## src/rtl/mec_pkg.sv

```systemverilog
package mec_pkg;

    typedef enum logic [1:0] {
        STOP_NEVER      = 2'd0,
        STOP_NTH        = 2'd1,
        STOP_ALL_GROUPS = 2'd2,
        STOP_ALL_LANES  = 2'd3
    } stop_pol_e;

    typedef enum logic [1:0] {
        CNT_CHANNEL = 2'd0,
        CNT_LANE    = 2'd1,
        CNT_GROUP   = 2'd2,
        CNT_CHUNK   = 2'd3
    } cnt_mode_e;

    typedef enum logic [1:0] {
        ST_CLEAN  = 2'd0,
        ST_FAILED = 2'd1,
        ST_HALTED = 2'd2
    } chk_state_e;

    // Control word field positions, decoded by the programming side.
    localparam int NTH_LSB   = 0;
    localparam int NTH_W     = 6;
    localparam int POL_LSB   = 12;
    localparam int CHUNK_LSB = 16;
    localparam int CL_LSB    = 24;
    localparam int LANE_PER_GROUP = 8;

endpackage

```

## src/rtl/mec_stop_fsm.sv

```systemverilog
module mec_stop_fsm #(
    parameter  int LANES  = 72,
    parameter  int GROUPS = 9,
    localparam int NTH_W  = mec_pkg::NTH_W
) (
    input  logic                clk,
    input  logic                rst_n,
    input  logic                clear,
    input  logic                beat_fail,
    input  logic [LANES-1:0]    lane_fail,
    input  logic [LANES-1:0]    req_lane,
    input  logic [GROUPS-1:0]   req_group,
    input  mec_pkg::stop_pol_e  policy,
    input  logic [NTH_W-1:0]    nth,
    output logic [LANES-1:0]    sticky,
    output logic                any_error,
    output logic                stop_req
);
    import mec_pkg::*;
    localparam int LPG = LANE_PER_GROUP;

    chk_state_e       state_q, state_d;
    logic [NTH_W-1:0] beats_q, beats_next, nth_eff;
    logic [LANES-1:0] sticky_q, lane_next;
    logic [GROUPS-1:0] grp_next;
    logic all_groups, all_lanes, nth_reached, trigger;

    always_comb begin
        lane_next = sticky_q | lane_fail;
        for (int g = 0; g < GROUPS; g++)
            grp_next[g] = |lane_next[g*LPG +: LPG];
        beats_next  = (beats_q == '1) ? beats_q : beats_q + 1'b1;
        nth_eff     = (nth == '0) ? NTH_W'(1) : nth;
        nth_reached = beats_next >= nth_eff;
        all_groups  = (|req_group) && ((grp_next & req_group) == req_group);
        all_lanes   = (|req_lane) && ((lane_next & req_lane) == req_lane);
        unique case (policy)
            STOP_NEVER:      trigger = 1'b0;
            STOP_NTH:        trigger = nth_reached;
            STOP_ALL_GROUPS: trigger = all_groups;
            STOP_ALL_LANES:  trigger = all_lanes;
            default:         trigger = 1'b0;
        endcase
    end

    // Next-state logic
    always_comb begin
        state_d = state_q;
        unique case (state_q)
            ST_CLEAN:  if (beat_fail) state_d = trigger ? ST_HALTED : ST_FAILED;
            ST_FAILED: if (beat_fail && trigger) state_d = ST_HALTED;
            ST_HALTED: state_d = ST_HALTED;
            default:   state_d = ST_CLEAN;
        endcase
        if (clear) state_d = ST_CLEAN;
    end

    // State register and tracked history
    always_ff @(posedge clk) begin
        if (!rst_n || clear) begin
            state_q  <= ST_CLEAN;
            sticky_q <= '0;
            beats_q  <= '0;
        end else begin
            state_q <= state_d;
            if (beat_fail) begin
                sticky_q <= lane_next;
                beats_q  <= beats_next;
            end
        end
    end

    // Outputs from state
    always_comb begin
        sticky    = sticky_q;
        any_error = (state_q != ST_CLEAN);
        stop_req  = (state_q == ST_HALTED);
    end

endmodule

```

## config.mk

```make
export PLATFORM = sky130hd
export DESIGN_NAME = mec_stop_fsm
export DESIGN_NICKNAME = d
export VERILOG_FILES = /design/src/rtl/mec_pkg.sv /design/src/rtl/mec_stop_fsm.sv
export SDC_FILE = /design/constraint.sdc
export NUM_CORES = 1
export LEC_CHECK = 0
export BUFFER_PORTS_ARGS = -buffer_cell sky130_fd_sc_hd__buf_4
export CAP_MARGIN = 10
export CORE_MARGIN = 1
export CORE_UTILIZATION = 40
export CTS_CLUSTER_DIAMETER = 30
export DETAILED_ROUTE_END_ITERATION = 6
export PLACE_DENSITY = 0.75
export REMOVE_ABC_BUFFERS = 1
export SETUP_SLACK_MARGIN = 0.3
export SYNTH_ARGS = -nofsm -noshare
export SYNTH_HDL_FRONTEND = slang
export SYNTH_SLANG_ARGS = --single-unit
export TNS_END_PERCENT = 10
```

## constraint.sdc

```tcl
create_clock -name clk -period 6.35 [get_ports clk]
set_clock_uncertainty 0.1 [all_clocks]
set_input_delay 0.635 -clock clk [delete_from_list [all_inputs] [get_ports clk]]
set_output_delay 0.635 -clock clk [all_outputs]
set_load 0.05 [all_outputs]
```

==> flow_summary.json, run 1 <==
{
  "crit_fanout": 6,
  "seqPwrFrac_pct": 40.5,
  "swShare_pct": 30.3,
  "n_antenna_cell": 0,
  "cts_setup_buffers": 0,
  "post-synth-top-count-cell": "nor2_1",
  "synth_edf_count": 0,
  "hold_depth": 2,
  "overflow": 0,
  "synthTopCellsByCount": "nor2_1, dfxtp_1, a21oi_1",
  "drc": 0,
  "ctsLongestPathBuffers": 2,
  "routabilityCongestion": 0.938,
  "dp_hpwl_microns": 14200,
  "period_share_pct": 52.8,
  "initial_core_util_pct": 41.9,
  "syn-cell-area_sq_um": 3920,
  "design_area_sq_um": 6070,
  "holdBufCountCts": 0,
  "synth_warnings": 0,
  "cp_data_required_time_ps": 6500,
  "outcome": "completed",
  "crit_path_start_kind": "register",
  "power_frac_clock_pct": 36.1,
  "antenna_found_initial": 0,
  "fin_nets": 915,
  "ir_worst_vdd_uv": 111,
  "r2r_setup_slack_ps": 3000,
  "portBuffers": 238,
  "crit_family": "compound AO/OA/AOI/OAI gates",
  "r2r-start": "beats_q[0]$_SDFFE_PP0P_",
  "synthFlopType": "dfxtp_1",
  "cts_buffers": 9,
  "worst_pin_slew_ps": 953,
  "hold_path.class": "reg2reg",
  "grt_pass1_vias": 5007,
  "rows": 35,
  "path_cells": "ha_1 -> and2_1 -> nand4_1 -> xnor2_1 -> ha_1 -> nand2b_1 -> a21o_1 -> a21o_1 -> a21oi_1 -> o21ai_1 -> a311o_1 -> a2111oi_2",
  "cts_tree": "yes",
  "hold_viol": 0,
  "route.detailed.wl_per_inst_microns": 20.0,
  "cts_resized": 0,
  "setup_viol": 0,
  "synth_top_area_share_pct": 40.8,
  "dpl_cell_area_sq_um": 5820,
  "holdPathEnd": "sticky[7]$_SDFFE_PP0P_",
  "cts_root_buf": "clkbuf_8",
  "grt_max_degree": 85,
  "crit_path_end_kind": "register",
  "ys_types": 42,
  "dr.pass1.iters": 5,
  "rsz0062_at_grt": "no",
  "fin_cells": 873,
  "die_y_microns": 101,
  "grt_util_all_layers_pct": 33.8,
  "dieArea_sq_um": 10200,
  "grt_pass1_wl_microns": 25800,
  "fin_util_pct": 64.8,
  "ys_seq_area_share_pct": 40.8,
  "power.density_nw_per_um2": 218,
  "place_inst": 857,
  "p_leak_nw": 2.73,
  "drive_gt1_share_pct": 35.1,
  "avgSynthCellArea_sq_um": 7.75,
  "die_x_microns": 101,
  "cpPeakStageDelay_ps": 420,
  "syn_inst": 506,
  "power.switching_mw": 0.401,
  "cp_data_arrival_time_ps": 3500,
  "htree_levels": 3,
  "drt_iter0_drc": 249,
  "fmax_mhz": 298,
  "clock_latency_ps": 360,
  "io_pins": 239,
  "synth_area_leaders": "dfxtp_1, nor2_1, a21oi_1, nor4_1, nor3b_1",
  "p_int_mw": 0.924,
  "yosys.area.top_type": "dfxtp_1",
  "areaGrowthSynthToFinish_pct": 54.7,
  "r2r_end": "state_q[0]$_SDFFE_PP0P_",
  "ys_ff_latch": 80,
  "cts.sinks": 80,
  "maxCapViolations": 0,
  "cp_num_buf_inv": 0,
  "crit_slowest_cell": "dfxtp_1",
  "async_reset_ff_share_pct": 0,
  "slew_violations": 0,
  "clkSlewWorstSetupHoldPaths_ps": 90,
  "relSlewSlack_pct": 36.5,
  "path_class": "reg2reg",
  "finalCriticalPeriod_ps": 3350,
  "totalWireLength_microns": 17400,
  "total_power_mw": 1.33,
  "via_per_inst": 5.79,
  "r2r_cells": 12,
  "ant_nets": 0,
  "setup_tns_ps": 0,
  "vias": 5051,
  "combPwrFrac_pct": 23.4,
  "min-delay-start": "sticky[7]$_SDFFE_PP0P_",
  "core_area_sq_um": 9370
}
[layer usage]
layer	up-vias	wire length [microns]	global-route usage [%]	part of all wire (%)
met3	60	1620	8.74	9.3
met1	2384	6720	39.5	39
met4	0	818	17.8	4.7
met5	-	0	0	0
li1	2324	-	-	-
met2	283	8280	56.7	47
[worst max-delay path by stage]
stage,cells after the start,endpoint,start
floorplan,11,state_q[0]$_SDFFE_PP0P_,beats_q[0]$_SDFFE_PP0P_
CTS,12,state_q[0]$_SDFFE_PP0P_,beats_q[0]$_SDFFE_PP0P_
global placement,8,state_q[0]$_SDFFE_PP0P_,req_lane[2]
global route,12,state_q[0]$_SDFFE_PP0P_,beats_q[0]$_SDFFE_PP0P_
finish,12,state_q[0]$_SDFFE_PP0P_,beats_q[0]$_SDFFE_PP0P_
detailed placement,12,state_q[0]$_SDFFE_PP0P_,beats_q[0]$_SDFFE_PP0P_
[state kept, by name, summed over array words and instances, names as in the netlist]
signal / cells
state_q: 2
beats_q: 6
sticky: 72
[cells by family (layout without fill, tap and decap cells)]
logic type	Yosys count	after routing	synth area share (%)
AND/OR/NAND/NOR	255	255	31.3
flip-flops	80	80	40.8
XOR/XNOR	3	3	0.670
adder cells (fa/ha/maj)	11	11	3.51
AO/OA/AOI/OAI	122	122	19.1
buffers and inverters	28	266	2.68
multiplexers	7	7	1.85
[per-stage QoR]
stage,setup WS (ps),hold WS [ps]
floorplan,3390,398
global placement,3260,373
detailed placement,3060,384
CTS,3020,407
global route,2800,421
finish,3000,405
[power groups by stage]
stage	clock network, mW	registers (mW)	logic (mW)
2_1_floorplan	0	0.601	0.0843
3_3_place_gp	0	0.546	0.303
3_5_place_dp	0	0.547	0.307
4_1_cts	0.481	0.536	0.308
5_1_grt	0.501	0.539	0.329
6_report	0.479	0.536	0.310
[layout by cell type (no fill, tap or decap), types with 2 or more instances in the layout]
master	count
buf_4	239
nor2_1	141
dfxtp_1	80
a21oi_1	77
nor4_1	38
nor3b_1	23
a22oi_1	18
nand3_1	14
nand4_1	13
nand2_1	12
inv_1	11
ha_1	11
clkbuf_8	10
a2111oi_0	7
mux2i_1	5
nor3_1	3
a41oi_1	3
or4_1	3
bufinv_16	3
and3_1	2
xnor2_1	2
a21o_1	2
o21ai_1	2
a311oi_1	2
[layout make-up]
| cell class | count | area, sq um |
|---|---|---|
| Inverter | 11 | 41.3 |
| Tap cell | 129 | 161 |
| Fill cell | 889 | 3300 |
| Clock buffer | 10 | 138 |
| Multi-Input combinational cell | 398 | 2220 |
| Timing Repair Buffer | 239 | 1790 |
| Clock inverter | 6 | 115 |
| Sequential cell | 80 | 1600 |
[worst min-delay path: cells and delay by family (launching register included)]
kind	cells	cell delay (ps)
AO/OA/AOI/OAI	1	50
flip-flops	1	360
AND/OR/NAND/NOR	1	70
Power figures use the tool's default switching activity.
==> run 2: changes to the inputs <==
--- a/config.mk
+++ b/config.mk
@@ -8,10 +8,10 @@
 export BUFFER_PORTS_ARGS = -buffer_cell sky130_fd_sc_hd__buf_4
 export CAP_MARGIN = 10
 export CORE_MARGIN = 1
-export CORE_UTILIZATION = 40
+export CORE_UTILIZATION = 39
 export CTS_CLUSTER_DIAMETER = 30
 export DETAILED_ROUTE_END_ITERATION = 6
-export PLACE_DENSITY = 0.75
+export PLACE_DENSITY = 0.76
 export REMOVE_ABC_BUFFERS = 1
 export SETUP_SLACK_MARGIN = 0.3
 export SYNTH_ARGS = -nofsm -noshare
==> constraint.sdc (replaced) <==
create_clock -name clk -period 2.9 [get_ports clk]
set_clock_uncertainty 0.1 [all_clocks]
set_input_delay 0.29 -clock clk [delete_from_list [all_inputs] [get_ports clk]]
set_output_delay 0.29 -clock clk [all_outputs]
set_load 0.05 [all_outputs]
==> run 2 against run 1 <==
Effect of this change: non-clock buffer count rose by 9; via count fell by 2.1%; critical path depth did not move; sequential cell count did not move; clock power rose by 100%; core utilization fell by 1.6 points; sequential power rose by 120%; total power rose by 110%; die area rose by 2.5%; worst setup slack got worse by 2800 ps.
==> flow_summary.json, run 2 (synthesized netlist as in run 1, its figures left out) <==
{
  "io_pins": 239,
  "rsz0062_at_grt": "yes",
  "areaGrowthSynthToFinish_pct": 57.3,
  "setup_tns_ps": 0,
  "r2r_setup_slack_ps": 170,
  "n_antenna_cell": 0,
  "crit_path_start_kind": "register",
  "grt_pass1_vias": 4731,
  "dr.pass1.iters": 5,
  "drc": 0,
  "setup_viol": 0,
  "fmax_mhz": 366,
  "hold_depth": 3,
  "drt_iter0_drc": 230,
  "fin_nets": 924,
  "cp_num_buf_inv": 0,
  "cp_data_required_time_ps": 3050,
  "r2r_cells": 12,
  "r2r-start": "beats_q[1]$_SDFFE_PP0P_",
  "path_cells": "ha_4 -> and2_4 -> nand4_1 -> xnor2_1 -> ha_1 -> nand2b_4 -> a21o_1 -> a21o_1 -> a21oi_2 -> o21ai_1 -> a311o_1 -> a2111oi_2",
  "path_class": "reg2reg",
  "worst_pin_slew_ps": 712,
  "portBuffers": 238,
  "dieArea_sq_um": 10500,
  "cp_data_arrival_time_ps": 2880,
  "layout_commonest_cell": "buf_4",
  "nFillCells": 890,
  "ir_worst_vdd_uv": 225,
  "cpPeakStageDelay_ps": 360,
  "grt_pass1_wl_microns": 25000,
  "worst_slack_ps": 169,
  "power.density_nw_per_um2": 459,
  "drive_gt1_share_pct": 36.5,
  "grt_max_degree": 61,
  "ant_nets": 0,
  "crit_family": "compound AO/OA/AOI/OAI gates",
  "power_frac_clock_pct": 34.0,
  "cts_setup_buffers": 0,
  "antenna_found_initial": 0,
  "core_area_sq_um": 9770,
  "min-delay-start": "lane_fail[56]",
  "cpMostUsedCell": "a21o_1",
  "multi_input_area_sq_um": 2260,
  "p_leak_nw": 2.78,
  "pre_cts_ws_ps": -42.7,
  "htree_levels": 3,
  "clock_latency_ps": 340,
  "cts_root_buf": "clkbuf_8",
  "combPwrFrac_pct": 24.5,
  "total_power_mw": 2.83,
  "relSlewSlack_pct": 52.1,
  "vias": 4943,
  "cts_buffers": 9,
  "overflow": 0,
  "power.switching_mw": 0.840,
  "seqPwrFrac_pct": 41.5,
  "holdBufCountCts": 0,
  "cts.sinks": 80,
  "regArea_sq_um": 1600,
  "crit_slowest_cell": "dfxtp_2",
  "via_per_inst": 5.58,
  "fin_util_pct": 63.1,
  "route.detailed.wl_per_inst_microns": 19.5,
  "maxCapViolations": 0,
  "layout_common_cells": "buf_4, nor2_1, dfxtp_1, a21oi_1, nor4_1",
  "period_share_pct": 94.2,
  "swShare_pct": 29.7,
  "r2r_end": "state_q[0]$_SDFFE_PP0P_",
  "finalCriticalPeriod_ps": 2730,
  "clkSlewWorstSetupHoldPaths_ps": 80,
  "outcome": "completed",
  "totalWireLength_microns": 17300,
  "crit_fanout": 3,
  "dp_hpwl_microns": 14100,
  "cts_tree": "yes",
  "initial_core_util_pct": 40.1,
  "die_y_microns": 102,
  "dpl_cell_area_sq_um": 5890,
  "hold_viol": 0,
  "routabilityCongestion": 0.943,
  "hold_path.class": "in2reg",
  "ctsLongestPathBuffers": 2,
  "largest_reg_flops": 72,
  "crit_path_end_kind": "register",
  "p_int_mw": 1.99,
  "rows": 36,
  "holdPathEnd": "sticky[56]$_SDFFE_PP0P_",
  "design_area_sq_um": 6170,
  "die_x_microns": 102,
  "grt_util_all_layers_pct": 32.8,
  "slew_violations": 0
}
-- run 2: cell type report --
| class | count | share of cell area (%) |
|---|---|---|
| well taps | 133 | 2.70 |
| flip-flops and latches | 80 | 26.0 |
| repair buffers | 248 | 30.2 |
| multi-input cells | 398 | 36.7 |
| inverters | 11 | 0.669 |
| clock buffers | 14 | 2.80 |
| clock inverters | 2 | 0.973 |
-- run 2: timing repair --
item,in CTS,in global routing
cloned,0,0
setup endpoints to repair,2,2
pin swaps,9,1
resized for setup,8,3
-- run 2: how the worst max path moves through the flow --
stage	from	endpoint	slack, ps	cells after the start
6_report	beats_q[1]$_SDFFE_PP0P_	state_q[0]$_SDFFE_PP0P_	170	12
5_1_grt	beats_q[1]$_SDFFE_PP0P_	state_q[0]$_SDFFE_PP0P_	10	12
4_1_cts	beats_q[1]$_SDFFE_PP0P_	state_q[0]$_SDFFE_PP0P_	190	12
3_5_place_dp	beats_q[0]$_SDFFE_PP0P_	state_q[0]$_SDFFE_PP0P_	-40	11
3_3_place_gp	beats_q[0]$_SDFFE_PP0P_	state_q[0]$_SDFFE_PP0P_	10	11
2_1_floorplan	beats_q[0]$_SDFFE_PP0P_	state_q[0]$_SDFFE_PP0P_	-60	11
-- run 2: power by group through the flow --
stage          Combinational, mW  Sequential (mW)  Clock, mW
2_1_floorplan              0.184             1.32          0
3_3_place_gp               0.671             1.20          0
3_5_place_dp               0.679             1.20          0
4_1_cts                    0.684             1.17      0.971
5_1_grt                    0.736             1.18       1.02
6_report                   0.694             1.17      0.962
-- run 2: worst register-to-register path, stage by stage, from the launching register on --
cell,delay (ps)
dfxtp_2,360
ha_4,140
and2_4,140
nand4_1,210
xnor2_1,190
ha_1,290
nand2b_4,130
a21o_1,140
a21o_1,160
a21oi_2,110
o21ai_1,80
a311o_1,300
a2111oi_2,290
-- run 2: metrics by stage --
stage          instances  hold slack [ps]
6_report             886             76.5
5_1_grt              886             78.4
4_1_cts              886             70.3
3_5_place_dp         870              381
3_3_place_gp         870              372
2_1_floorplan        489              286
-- run 2: layer usage --
layer  global-route usage, %  routed length (microns)  vias to the layer above
met5                       0                        0                        -
met1                    40.9                     6930                     2268
met2                    53.3                     8120                      275
met3                    6.36                     1460                       53
met4                    18.1                      774                        0
li1                        -                        -                     2347
==> run 3: changes to the inputs <==
--- a/config.mk
+++ b/config.mk
@@ -5,14 +5,14 @@
 export SDC_FILE = /design/constraint.sdc
 export NUM_CORES = 1
 export LEC_CHECK = 0
+export ABC_AREA = 1
 export BUFFER_PORTS_ARGS = -buffer_cell sky130_fd_sc_hd__buf_4
 export CAP_MARGIN = 10
 export CORE_MARGIN = 1
-export CORE_UTILIZATION = 39
+export CORE_UTILIZATION = 40
 export CTS_CLUSTER_DIAMETER = 30
 export DETAILED_ROUTE_END_ITERATION = 6
-export PLACE_DENSITY = 0.76
-export REMOVE_ABC_BUFFERS = 1
+export PLACE_DENSITY = 0.77
 export SETUP_SLACK_MARGIN = 0.3
 export SYNTH_ARGS = -nofsm -noshare
 export SYNTH_HDL_FRONTEND = slang
==> run 3 against run 2 <==
Effect of this change: maximum frequency up 17%; synthesized cell count up 36%; sequential share of layout area down 0.86 points; worst setup slack better by 390 ps; die area up 5.0%; via count up 2.9%; core utilization down 1.1 points; worst hold slack worse by 7.7 ps.
==> flow_summary.json, run 3 <==
{
  "synth_warnings": 0,
  "portBuffers": 238,
  "crit_path_start_kind": "register",
  "drt_iter0_drc": 302,
  "avgSynthCellArea_sq_um": 6.16,
  "grt_pass1_vias": 4786,
  "clkSlewWorstSetupHoldPaths_ps": 100,
  "fin_util_pct": 62.0,
  "die_y_microns": 105,
  "layout_common_cells": "buf_4, nor2_1, nand2_1, a21oi_1, dfxtp_1",
  "r2r-start": "beats_q[1]$_SDFFE_PP0P_",
  "dp_hpwl_microns": 12100,
  "setup_viol": 0,
  "seqPwrFrac_pct": 41.4,
  "power_frac_clock_pct": 33.5,
  "ys_types": 26,
  "post-synth-top-count-cell": "nor2_1",
  "overflow": 0,
  "areaGrowthSynthToFinish_pct": 50.8,
  "drc": 0,
  "n_antenna_cell": 0,
  "holdBufCountCts": 0,
  "synth_edf_count": 0,
  "r2r_cells": 16,
  "rsz0062_at_grt": "no",
  "fin_cells": 1062,
  "outcome": "completed",
  "cts_setup_buffers": 0,
  "dieArea_sq_um": 11000,
  "startpoint": "beats_q[1]$_SDFFE_PP0P_",
  "swShare_pct": 31.0,
  "combPwrFrac_pct": 25.0,
  "cts_buffers": 9,
  "route.detailed.wl_per_inst_microns": 14.0,
  "slew_violations": 0,
  "setup_tns_ps": 0,
  "finalCriticalPeriod_ps": 2340,
  "core_area_sq_um": 10300,
  "hold_ws_ps": 68.7,
  "ys_seq_area_share_pct": 37.9,
  "crit_end": "state_q[1]$_SDFFE_PP0P_",
  "initial_core_util_pct": 41.1,
  "design_area_sq_um": 6380,
  "totalWireLength_microns": 14900,
  "largest_reg_flops": 72,
  "grt_pass1_wl_microns": 23100,
  "syn-cell-area_sq_um": 4230,
  "period_share_pct": 80.6,
  "r2r_end": "state_q[1]$_SDFFE_PP0P_",
  "cp_data_required_time_ps": 3050,
  "nFillCells": 1049,
  "syn-num-nets": 862,
  "fin_nets": 1097,
  "io_pins": 239,
  "crit_fanout": 5,
  "dpl_cell_area_sq_um": 6140,
  "grt_max_degree": 47,
  "place_inst": 1046,
  "routabilityCongestion": 0.892,
  "crit_slowest_cell": "dfxtp_1",
  "synth_area_leaders": "dfxtp_1, nor2_1, nand2_1, a21oi_1, ha_1",
  "syn_inst": 686,
  "fmax_mhz": 428,
  "cts.sinks": 80,
  "hold_viol": 0,
  "cts_tree": "yes",
  "grt_util_all_layers_pct": 26.8,
  "cpPeakStageDelay_ps": 360,
  "cts_root_buf": "clkbuf_8",
  "power.switching_mw": 0.874,
  "maxCapViolations": 0,
  "power.density_nw_per_um2": 443,
  "antenna_found_initial": 0,
  "path_cells": "ha_1 -> nand2_1 -> nor2_2 -> nand2_2 -> o21ai_1 -> ha_1 -> inv_1 -> nor2_1 -> o211ai_1 -> o2111ai_1 -> nand2_1 -> nand2_2 -> nand2_2 -> nand3_1 -> nand2_1 -> a21oi_2",
  "worst_pin_slew_ps": 781,
  "htree_levels": 3,
  "yosys.area.top_type": "dfxtp_1",
  "synthTopCellsByCount": "nor2_1, nand2_1, a21oi_1",
  "ys_ff_latch": 80,
  "dr.pass1.iters": 4,
  "hold_path.class": "in2reg",
  "async_reset_ff_share_pct": 0,
  "cp_data_arrival_time_ps": 2490,
  "p_leak_nw": 3.29,
  "via_per_inst": 4.79,
  "drive_gt1_share_pct": 29.0,
  "p_int_mw": 1.95,
  "ctsLongestPathBuffers": 2,
  "crit_path_end_kind": "register",
  "path_class": "reg2reg",
  "cts_resized": 0,
  "ant_nets": 0,
  "die_x_microns": 105,
  "rows": 37,
  "clock_latency_ps": 360,
  "ir_worst_vdd_uv": 245,
  "synth_top_area_share_pct": 37.9,
  "layout_commonest_cell": "buf_4",
  "vias": 5084,
  "r2r_setup_slack_ps": 560,
  "relSlewSlack_pct": 47.8,
  "synthFlopType": "dfxtp_1"
}
==> run 3: worst max-delay path, delay by kind of cell, from the launching register on <==
kind                     cells  cell delay [ps]
AO/OA/AOI/OAI                4              500
AND/OR/NAND/NOR              9              790
flip-flops                   1              360
buffers and inverters        1               60
adder cells (fa/ha/maj)      2              450
==> run 3: final cells by class <==
cell class              count  area [sq um]  area share, %
clock buffers              10           138           2.16
repair buffers            241          1810           28.4
inverters                  38           143           2.24
multi-input cells         551          2420           38.0
well taps                 136           170           2.67
clock inverters             6          91.3           1.43
flip-flops and latches     80          1600           25.1
==> run 3: stage by stage <==
step | setup WS [ps] | total power, mW
floorplan | 680 | 1.57
global route | 309 | 2.96
finish | 563 | 2.82
global placement | 492 | 1.90
CTS | 360 | 2.84
detailed placement | 367 | 1.90
==> run 3: per-layer routing <==
layer  global-route usage (%)  part of all wire (%)  up-vias
met5                        0                     0        -
li1                         -                     -     2653
met2                     46.4                    49      173
met4                     7.04                   1.0        0
met3                     6.24                   7.7       13
met1                     33.4                    43     2245
==> run 3: power by group through the flow <==
| stage | clock, mW | combinational [mW] | sequential (mW) |
|---|---|---|---|
| after floorplan | 0 | 0.255 | 1.31 |
| after global placement | 0 | 0.702 | 1.19 |
| after detailed placement | 0 | 0.706 | 1.20 |
| after CTS | 0.966 | 0.709 | 1.17 |
| after global routing | 1.01 | 0.774 | 1.18 |
| final | 0.947 | 0.707 | 1.17 |
==> run 3: logic make-up after synthesis <==
| group | synth area share [%] |
|---|---|
| xor gates and xnor gates | 0.207 |
| buffers and inverters | 4.97 |
| AOI/OAI and AO/OA | 12.1 |
| and+or+nand+nor | 41.6 |
| DFF | 37.9 |
| adders and majority gates | 3.25 |
==> run 3: worst min-delay path by stage <==
stage	to	from	slack [ps]	cells past startpoint
5_1_grt	sticky[31]$_SDFFE_PP0P_	lane_fail[31]	60	3
3_5_place_dp	sticky[63]$_SDFFE_PP0P_	sticky[63]$_SDFFE_PP0P_	380	2
3_3_place_gp	sticky[67]$_SDFFE_PP0P_	sticky[67]$_SDFFE_PP0P_	370	2
6_report	sticky[2]$_SDFFE_PP0P_	lane_fail[2]	70	3
2_1_floorplan	sticky[0]$_SDFFE_PP0P_	lane_fail[0]	330	2
4_1_cts	sticky[2]$_SDFFE_PP0P_	lane_fail[2]	60	3
